**config.mk**
```make
export PLATFORM = sky130hd
export DESIGN_NAME = trig_seq
export DESIGN_NICKNAME = d
export VERILOG_FILES = /design/src/rtl/trig_seq_pkg.sv /design/src/rtl/trig_seq_prog.sv /design/src/rtl/trig_seq_eval.sv /design/src/rtl/trig_seq_timer.sv /design/src/rtl/trig_seq.sv
export SDC_FILE = /design/constraint.sdc
export NUM_CORES = 2
export LEC_CHECK = 0
export BUFFER_PORTS_ARGS = -buffer_cell sky130_fd_sc_hd__buf_2
export CORE_AREA = 2 2 441 399
export CTS_CLUSTER_SIZE = 20
export DETAILED_ROUTE_END_ITERATION = 7
export DIE_AREA = 0 0 443 401
export SKIP_CTS_REPAIR_TIMING = 1
export SLEW_MARGIN = 0
export SYNTH_ARGS = -nofsm -noshare
export SYNTH_HDL_FRONTEND = slang
export SYNTH_SLANG_ARGS = --single-unit
```
**constraint.sdc**
```tcl
create_clock -name clk -period 13.63 [get_ports clk]
set_input_delay 0.6815 -clock clk [delete_from_list [all_inputs] [get_ports clk]]
set_output_delay 0.6815 -clock clk [all_outputs]
set_load 0.01 [all_outputs]
```
**src/rtl/trig_seq_pkg.sv**
```systemverilog
package trig_seq_pkg;

    localparam int SLOT_W = 4;
    localparam int BYTE_W = 8;
    localparam int WORD_W = 32;

    localparam logic [1:0] SEL_CTRL  = 2'd0;
    localparam logic [1:0] SEL_DELAY = 2'd1;
    localparam logic [1:0] SEL_MASK  = 2'd2;

    typedef enum logic [1:0] {
        K_HOLD  = 2'd0,
        K_EVENT = 2'd1,
        K_CMP   = 2'd2,
        K_DELAY = 2'd3
    } cond_kind_e;

    // Packed from MSB down; kind ends up in bits 1:0.
    typedef struct packed {
        logic [BYTE_W-1:0] cmp_val;
        logic [SLOT_W-1:0] abort_tgt;
        logic [SLOT_W-1:0] nxt_miss;
        logic [SLOT_W-1:0] nxt_match;
        logic [SLOT_W-1:0] abort_evt;
        logic [SLOT_W-1:0] evt_sel;
        logic              abort_en;
        logic              fire;
        cond_kind_e        kind;
    } step_ctrl_t;

endpackage

```
**src/rtl/trig_seq_prog.sv**
```systemverilog
module trig_seq_prog
    import trig_seq_pkg::*;
#(
    parameter int NUM_STATES = 16,
    parameter int CNT_W      = 32,
    localparam int STATE_W   = $clog2(NUM_STATES)
) (
    input  logic                clk,
    input  logic                rst_n,
    input  logic                we,
    input  logic [STATE_W-1:0]  waddr,
    input  logic [1:0]          wsel,
    input  logic [WORD_W-1:0]   wdata,
    input  logic [STATE_W-1:0]  cur_addr,
    output step_ctrl_t          cur_ctrl,
    output logic [BYTE_W-1:0]   cur_mask,
    input  logic [STATE_W-1:0]  nxt_addr,
    output logic [CNT_W-1:0]    nxt_delay
);

    step_ctrl_t        ctrl_q  [NUM_STATES];
    logic [BYTE_W-1:0] mask_q  [NUM_STATES];
    logic [CNT_W-1:0]  delay_q [NUM_STATES];

    for (genvar i = 0; i < NUM_STATES; i++) begin : g_row
        logic hit;
        assign hit = we && (waddr == STATE_W'(i));

        always_ff @(posedge clk or negedge rst_n) begin
            if (!rst_n) begin
                ctrl_q[i]  <= '0;
                mask_q[i]  <= '0;
                delay_q[i] <= '0;
            end else if (hit) begin
                if (wsel == SEL_CTRL)  ctrl_q[i]  <= step_ctrl_t'(wdata);
                if (wsel == SEL_DELAY) delay_q[i] <= wdata[CNT_W-1:0];
                if (wsel == SEL_MASK)  mask_q[i]  <= wdata[BYTE_W-1:0];
            end
        end
    end

    always_comb begin
        cur_ctrl  = '0;
        cur_mask  = '0;
        nxt_delay = '0;
        if (int'(cur_addr) < NUM_STATES) begin
            cur_ctrl = ctrl_q[cur_addr];
            cur_mask = mask_q[cur_addr];
        end
        if (int'(nxt_addr) < NUM_STATES) begin
            nxt_delay = delay_q[nxt_addr];
        end
    end

endmodule

```
**src/rtl/trig_seq_eval.sv**
```systemverilog
module trig_seq_eval
    import trig_seq_pkg::*;
#(
    parameter int NUM_EVT = 8
) (
    input  cond_kind_e          kind,
    input  logic [SLOT_W-1:0]   evt_sel,
    input  logic                abort_en,
    input  logic [SLOT_W-1:0]   abort_evt,
    input  logic [BYTE_W-1:0]   cmp_val,
    input  logic [BYTE_W-1:0]   cmp_mask,
    input  logic [NUM_EVT-1:0]  evt_i,
    input  logic [BYTE_W-1:0]   data_i,
    input  logic                cnt_zero,
    output logic                cond_hit,
    output logic                cond_match,
    output logic                abort_hit
);

    localparam int SLOT_N = 1 << SLOT_W;

    logic [SLOT_N-1:0] evt_pad;
    logic              evt_pick;
    logic              byte_eq;

    always_comb begin
        evt_pad  = SLOT_N'(evt_i);
        evt_pick = evt_pad[evt_sel];
        byte_eq  = ((data_i ^ cmp_val) & cmp_mask) == '0;
        abort_hit = abort_en && evt_pad[abort_evt];

        cond_hit   = 1'b0;
        cond_match = 1'b0;
        unique case (kind)
            K_HOLD: begin
                cond_hit   = 1'b0;
                cond_match = 1'b0;
            end
            K_EVENT: begin
                cond_hit   = evt_pick;
                cond_match = 1'b1;
            end
            K_CMP: begin
                cond_hit   = evt_pick;
                cond_match = byte_eq;
            end
            K_DELAY: begin
                cond_hit   = cnt_zero;
                cond_match = 1'b1;
            end
            default: ;
        endcase
    end

endmodule

```
**src/rtl/trig_seq_timer.sv**
```systemverilog
module trig_seq_timer #(
    parameter int CNT_W = 32
) (
    input  logic             clk,
    input  logic             rst_n,
    input  logic             load,
    input  logic [CNT_W-1:0] load_val,
    input  logic             run,
    output logic             zero_o
);

    logic [CNT_W-1:0] cnt_d, cnt_q;

    always_comb begin
        cnt_d = cnt_q;
        if (load) begin
            cnt_d = load_val;
        end else if (run && cnt_q != '0) begin
            cnt_d = cnt_q - 1'b1;
        end
    end

    always_ff @(posedge clk or negedge rst_n) begin
        if (!rst_n) cnt_q <= '0;
        else        cnt_q <= cnt_d;
    end

    assign zero_o = (cnt_q == '0);

endmodule

```
**src/rtl/trig_seq.sv**
```systemverilog
module trig_seq
    import trig_seq_pkg::*;
#(
    parameter int NUM_EVT    = 8,
    parameter int NUM_STATES = 16,
    parameter int CNT_W      = 32,
    localparam int STATE_W   = $clog2(NUM_STATES)
) (
    input  logic                clk,
    input  logic                rst_n,
    input  logic                prog_we,
    input  logic [STATE_W-1:0]  prog_addr,
    input  logic [1:0]          prog_sel,
    input  logic [WORD_W-1:0]   prog_wdata,
    input  logic                arm_i,
    input  logic [NUM_EVT-1:0]  evt_i,
    input  logic [BYTE_W-1:0]   data_i,
    output logic                trig_o,
    output logic [STATE_W-1:0]  pc_o
);

    typedef struct packed {
        logic               armed;
        logic [STATE_W-1:0] pc;
        logic               trig;
    } seq_t;

    seq_t s_d, s_q;

    step_ctrl_t        cur_ctrl;
    logic [BYTE_W-1:0] cur_mask;
    logic [CNT_W-1:0]  nxt_delay;
    logic              cond_hit, cond_match, abort_hit;
    logic              cnt_zero;
    logic              load;
    logic              run;
    logic              armed_w;
    logic [STATE_W-1:0] abort_tgt_w;
    cond_kind_e        kind_w;

    trig_seq_prog #(
        .NUM_STATES (NUM_STATES),
        .CNT_W      (CNT_W)
    ) i_prog (
        .clk       (clk),
        .rst_n     (rst_n),
        .we        (prog_we),
        .waddr     (prog_addr),
        .wsel      (prog_sel),
        .wdata     (prog_wdata),
        .cur_addr  (s_q.pc),
        .cur_ctrl  (cur_ctrl),
        .cur_mask  (cur_mask),
        .nxt_addr  (s_d.pc),
        .nxt_delay (nxt_delay)
    );

    trig_seq_eval #(
        .NUM_EVT (NUM_EVT)
    ) i_eval (
        .kind       (cur_ctrl.kind),
        .evt_sel    (cur_ctrl.evt_sel),
        .abort_en   (cur_ctrl.abort_en),
        .abort_evt  (cur_ctrl.abort_evt),
        .cmp_val    (cur_ctrl.cmp_val),
        .cmp_mask   (cur_mask),
        .evt_i      (evt_i),
        .data_i     (data_i),
        .cnt_zero   (cnt_zero),
        .cond_hit   (cond_hit),
        .cond_match (cond_match),
        .abort_hit  (abort_hit)
    );

    assign run = s_q.armed && (cur_ctrl.kind == K_DELAY);

    trig_seq_timer #(
        .CNT_W (CNT_W)
    ) i_timer (
        .clk      (clk),
        .rst_n    (rst_n),
        .load     (load),
        .load_val (nxt_delay),
        .run      (run),
        .zero_o   (cnt_zero)
    );

    // Next-state: arm, then abort, then the step's own condition.
    always_comb begin
        s_d      = s_q;
        s_d.trig = 1'b0;
        load     = 1'b0;
        if (arm_i) begin
            s_d.armed = 1'b1;
            s_d.pc    = '0;
            load      = 1'b1;
        end else if (s_q.armed) begin
            if (abort_hit) begin
                s_d.pc = cur_ctrl.abort_tgt[STATE_W-1:0];
                load   = 1'b1;
            end else if (cond_hit) begin
                if (!cond_match) begin
                    s_d.pc = cur_ctrl.nxt_miss[STATE_W-1:0];
                    load   = 1'b1;
                end else if (cur_ctrl.fire) begin
                    s_d.trig  = 1'b1;
                    s_d.armed = 1'b0;
                end else begin
                    s_d.pc = cur_ctrl.nxt_match[STATE_W-1:0];
                    load   = 1'b1;
                end
            end
        end
    end

    always_ff @(posedge clk or negedge rst_n) begin
        if (!rst_n) s_q <= '0;
        else        s_q <= s_d;
    end

    assign trig_o      = s_q.trig;
    assign pc_o        = s_q.pc;
    assign armed_w     = s_q.armed;
    assign abort_tgt_w = cur_ctrl.abort_tgt[STATE_W-1:0];
    assign kind_w      = cur_ctrl.kind;

endmodule

```
; ---- After elaboration in Yosys (flattened, before gate mapping)
; Cells that the tools add are included.
; Widths: inputs -> output; s select.
[word_totals]
ff_bits = 1190
out_inout_bits = 5
[op_classes]
n_mux = 34
n_reduce_logical = 76
n_addsub = 1
n_eq_ne = 20
bitwise = 4
magnitude_cmp = 4
[op_table]
columns = op, count
row1 = $bmux 32 s4, 2
row2 = $mux 32, 6
row3 = $reduce_and 2->1, 48
row4 = $bmux 8 s4, 1
row5 = $eq 4x4->1 const B, 8
row6 = $logic_not 32->1, 1
row7 = $reduce_bool 32->1, 1
row8 = $sub 32x1->32 const B, 1
row9 = $logic_and 1x1->1, 19
row10 = $eq 4x3->1 const B, 4
row11 = $mux 8, 2
row12 = $mux 1, 13
row13 = $mux 4, 3
row14 = $mux 6, 2
row15 = $ge 5x5->1 const B, 2
row16 = $lt 4x5->1 const B, 2
row17 = $not 4->5, 2
row18 = $and 8x8->8, 1
row19 = $bmux 1 s4, 2
row20 = $eq 4x2->1 const B, 2
row21 = $logic_not 8->1, 1
row22 = $xor 8x8->8, 1
row23 = $eq 2x2->1 const B, 3
row24 = $pmux 1 s3, 2
row25 = other kinds (7), 10

; ---- Depth between registers and ports, before layout
[depth]
word_depth = 18
depth_mapped = 28
mapped_depth_nobuf = 16

; ---- Cells and area by module
; Synthesis repeated with hierarchy kept, for this count alone.
[hier_totals]
cells_unflattened = 3500
area_unflattened_um2 = 54338.4
[by_module_without_submodules]
columns = module, instances, area_each_um2, cells_each
row1 = trig_seq_prog, 1, 51569.5, 3203
row2 = trig_seq_timer, 1, 2067.0, 224
row3 = trig_seq, 1, 376.6, 37
row4 = trig_seq_eval, 1, 325.3, 36

; ---- Worst setup path after synthesis
; OpenSTA, ideal clock, no wires.
[synth_timing]
path_kind = register -> register
start = register s_q, in the netlist pc_o[0]
end = register i_timer.cnt_q[30]
synth_period_minus_slack_ns = 6.110
path_slack_ns = 7.520
arrival_time_ns = 5.979
path_stages_with_launch = 24
path_cell_list = dfrtp_1 buf_4 buf_6 buf_6 buf_4 buf_2 buf_4 buf_2 buf_1 mux4_2 mux4_2 inv_1 ha_1 or4b_4 a211oi_1 nor3_1 or3_1 buf_2 nand2_2 buf_6 mux2_1 o221ai_1 a21oi_1 or3_1
[synth_via]
elab_chain_cells = 18
word_cells_on_any_way = 43
classes_between = eq/ne (3) / mux (28) / bitwise (4) / reduce/logical (8)
[synth_rtl]
columns = item, line_no
row1 = start: declaration, trig_seq.sv:28  ; seq_t s_d, s_q;
row2 = start signal: assignment, trig_seq.sv:117  ; if (!rst_n) s_q <= '0;
row3 = start signal: assignment, trig_seq.sv:118  ; else s_q <= s_d;
row4 = $not 4->5 (implied by the code), "trig_seq_prog.sv:47, trig_seq_prog.sv:48"
row5 = $bmux 32 s4, trig_seq_prog.sv:47  ; cur_ctrl = ctrl_q[cur_addr];
row6 = $mux 32 (implied by the code) (2 in a row), trig_seq_prog.sv:47
row7 = $xor 8x8->8, trig_seq_eval.sv:29  ; byte_eq = ((data_i ^ cmp_val) & cmp_mask) == '0;
row8 = $and 8x8->8, trig_seq_eval.sv:29
row9 = $logic_not 8->1, trig_seq_eval.sv:29
row10 = $pmux 1 s3, trig_seq_eval.sv:34  ; unique case (kind)
row11 = $mux 4, trig_seq.sv:102  ; if (!cond_match) begin
row12 = $mux 6, trig_seq.sv:101  ; end else if (cond_hit) begin
row13 = $mux 4, trig_seq.sv:98  ; if (abort_hit) begin
row14 = $mux 6, trig_seq.sv:97  ; end else if (s_q.armed) begin
row15 = $mux 5, trig_seq.sv:93  ; if (arm_i) begin
row16 = $not 4->5 (implied by the code), trig_seq_prog.sv:51  ; nxt_delay = delay_q[nxt_addr];
row17 = $bmux 32 s4, trig_seq_prog.sv:51
row18 = $mux 32 (implied by the code) (2 in a row), trig_seq_prog.sv:51
row19 = $mux 32, trig_seq_timer.sv:16  ; if (load) begin
row20 = end signal: assignment, trig_seq_timer.sv:25  ; else cnt_q <= cnt_d;
row21 = end: declaration, trig_seq_timer.sv:12  ; logic [CNT_W-1:0] cnt_d, cnt_q;
; Parallel ways exist; a longest one is shown, timed or not. The select of a mux whose other input is x is not followed.
; A chain may end at the register's enable or synchronous reset.

; ---- Worst setup path after layout
[layout_timing]
start = register s_q, in the netlist pc_o[0]
end = register i_timer.cnt_q[4]
; Same word-level chain as after synthesis.

==> results.py <==
metrics = {
    "sta": {
        "setup_viol": 0,
        "fin_crit_sh": 0.584,
        "hold_violations": 13,
        "rsz0062_at_grt": "false",
        "fmax_mhz": 126,
        "fin_tns_setup_ns": 0,
        "hold_slack_ns": -0.0408,
        "skew_ns": 0.0397,
        "slew_headroom": 0.267,
        "worst_slew_pin_slew_ns": 1.10,
        "drv_slew": 0,
        "period_minus_slack_ns": 7.96,
    },
    "synth": {
        "ys_seq_area_frac": 0.541,
        "yosys_warnings": 0,
        "ys.flop_type": "dfrtp_1",
        "synthCells": 3971,
        "synth.area.top_cells": "dfrtp_1 (54%), mux2_2 (24%), mux4_2 (6.8%)",
        "avgSynthCellArea_um2": 13.9,
        "ys_ff_latch": 1190,
        "synth_cell_types": 69,
        "synth_commonest_cells": "dfrtp_1 (1190), mux2_2 (1164), nand2_1 (284), clkbuf_1 (221), mux2i_1 (172)",
        "yosys.area.top_type": "dfrtp_1",
        "synth_edf_count": 0,
        "synth.most_common_cell": "dfrtp_1",
        "yosysTopAreaCellShare": 0.541,
        "netlist_area_um2": 55000,
        "async_reset_ff_frac": 1.00,
        "synth_nets": 4034,
    },
    "setup_path": {
        "criticalPathCategory": "flop to flop",
        "crit_family": "buffers and inverters",
        "slowest_stage": "buf_4",
        "required_ns": 14.32,
        "reg2reg_from": "pc_o[0]$_DFF_PN0_",
        "critPathMaxFanout": 99,
        "cp-start-kind": "flop",
        "cp.arrival_ns": 8.64,
        "crit_buf_inv": 4,
        "cp_cell_sequence": "buf_12 -> buf_4 -> mux4_2 -> mux2i_1 -> xor2_1 -> o22ai_1 -> or4_1 -> and3_1 -> nor3_1 -> or3_1 -> nand2_8 -> inv_4 -> buf_4 -> a21oi_1 -> a221oi_1 -> a31oi_1 -> a31oi_1",
        "slowest_delay_ns": 0.83,
        "crit_start": "pc_o[0]$_DFF_PN0_",
        "end_kind": "flop",
    },
    "drt": {
        "vias_per_cell": 5.27,
        "drtPass1Iterations": 5,
        "wl_per_cell_um": 24.0,
        "routed_wl_mm": 151,
        "vias": 33070,
        "antenna_left": 0,
        "drt_iter0_markers": 2207,
        "drc": 0,
    },
    "power": {
        "p_leak_nw": 28.2,
        "p_clk_frac": 0.334,
        "power.internal_mw": 7.40,
        "ir_drop_mv": 0.194,
        "total_power_mw": 10.9,
        "power_switching_mw": 3.47,
        "cellPowerDensity_nw_per_um2": 176,
        "power_frac_comb": 0.263,
        "switching_share": 0.319,
        "power_frac_seq": 0.403,
    },
    "finish": {
        "synthToLayoutAreaGrowth_pct": 12.5,
        "seqCellArea_um2": 29800,
        "nets": 3957,
        "layout-drive-gt1-share": 0.430,
        "multi_input_comb_area_um2": 23900,
        "fill_cells": 16591,
    },
    "floorplanning": {
        "ios": 63,
        "core_region_area_um2": 173000,
        "die-area_um2": 178000,
        "start_util": 0.318,
        "die-height_um": 401,
        "fp.dieW_um": 443,
        "rows": 145,
    },
    "clock_network": {
        "cts_tree": "built",
        "path_clk_slew_ns": 0.06,
        "clockBufferDepth": 3,
        "cts_root_buf": "clkbuf_16",
        "cts_made_buffers": 132,
        "htree_num_levels": 4,
        "clkLatencyLatePin_ns": 0.79,
        "cts_sinks": 1190,
    },
    "worst_hold_path": {
        "hold_class": "input port to async pin",
    },
    "grt": {
        "grt_pass1_wl_mm": 229,
        "grt-ovfl-total": 0,
        "grt_pass1_vias": 34448,
        "antenna_found_initial": 20,
        "grt_max_degree": 166,
        "gr-usage-all-layers": 0.169,
    },
    "placed_design": {
        "hpwl_mm": 86.9,
        "gp_congestion": 0.788,
        "portBuffers": 62,
    },
    "status": {
        "status": "finished with violations",
        "violations": "negative hold slack",
    },
    "job": {
        "cap_violations": 0,
    },
}
## registers in the layout (all words and copies together), names as in the netlist
register and cells:
i_prog.ctrl_q 512, i_prog.delay_q 512, i_prog.mask_q 128, i_timer.cnt_q 32
pc_o 4, armed_w 1, trig_o 1
## cells in the final DEF (no fill, tap or decap), types with 46 or more instances in the layout
cell / instances
buf_4: 65
buf_2: 61
nand2_1: 272
mux2_2: 1164
mux2i_1: 172
nand3_1: 70
nor3_1: 46
nor2_1: 62
a21oi_1: 75
mux4_2: 167
dfrtp_1: 1186
clkbuf_16: 134
## metrics by stage
step,area (um2),setup WS [ns],util,instances,hold slack [ns]
2_1_floorplan,55000,7.52,-,3971,0.386
3_3_place_gp,57500,5.69,0.332,6038,0.481
3_5_place_dp,57500,5.63,0.332,6038,0.487
4_1_cts,61900,5.60,0.358,6269,-0.00620
5_1_grt,61900,5.13,0.358,6271,0.0150
6_report,61900,5.67,0.358,6274,-0.0408
## layout make-up
cell class / count / share of cell area
clock inverter: 37 / 0.00859
multi-input combinational: 2420 / 0.385
antenna: 5 / 0.000202
timing repair buffer: 132 / 0.0147
tap: 2278 / 0.0461
sequential: 1190 / 0.481
inverter: 18 / 0.00117
clock buffer: 194 / 0.0625
## final timing paths
kind	to	slack, ns	depth (start not counted)
min in group clk	armed_w$_DFF_PN0_	0.33	2
worst max register to register	i_timer.cnt_q[4]$_DFFE_PN0P_	5.67	17
worst min-delay path	i_prog.mask_q[98]$_DFFE_PN0P_	-0.04	1
max in group asynchronous	i_prog.delay_q[137]$_DFFE_PN0P_	10.54	4
worst max-delay path	i_timer.cnt_q[4]$_DFFE_PN0P_	5.67	17
worst min register to register	i_prog.ctrl_q[99]$_DFFE_PN0P_	0.50	1
## per-layer routing
layer	part of all wire	vias to the layer above	track usage	wire length [um]
met5	0.00023	-	0	34
met4	0.019	6	0.0425	2900
met1	0.47	17830	0.237	70400
li1	-	14328	-	-
met2	0.47	697	0.273	70900
met3	0.043	209	0.0255	6420
## power by group through the flow
stage / registers [mW] / logic [mW] / clock network (mW)
3_3_place_gp: 4.42 / 2.84 / 0
4_1_cts: 4.38 / 2.88 / 3.70
6_report: 4.38 / 2.86 / 3.63
5_1_grt: 4.44 / 3.08 / 3.85
2_1_floorplan: 4.29 / 2.16 / 0
3_5_place_dp: 4.43 / 2.88 / 0
## kinds of logic (layout without fill, tap and decap cells)
family | count (synthesis) | after routing | share of synthesized area
AO/OA/AOI/OAI | 298 | 298 | 0.0369
XOR/XNOR | 41 | 41 | 0.00653
adder cells (fa/ha/maj) | 5 | 5 | 0.00114
buffers and inverters | 361 | 381 | 0.0292
flip-flops | 1190 | 1190 | 0.541
multiplexers | 1505 | 1505 | 0.338
other | 0 | 5 | 0
AND/OR/NAND/NOR | 571 | 571 | 0.0466
Power figures use the tool's default switching activity.
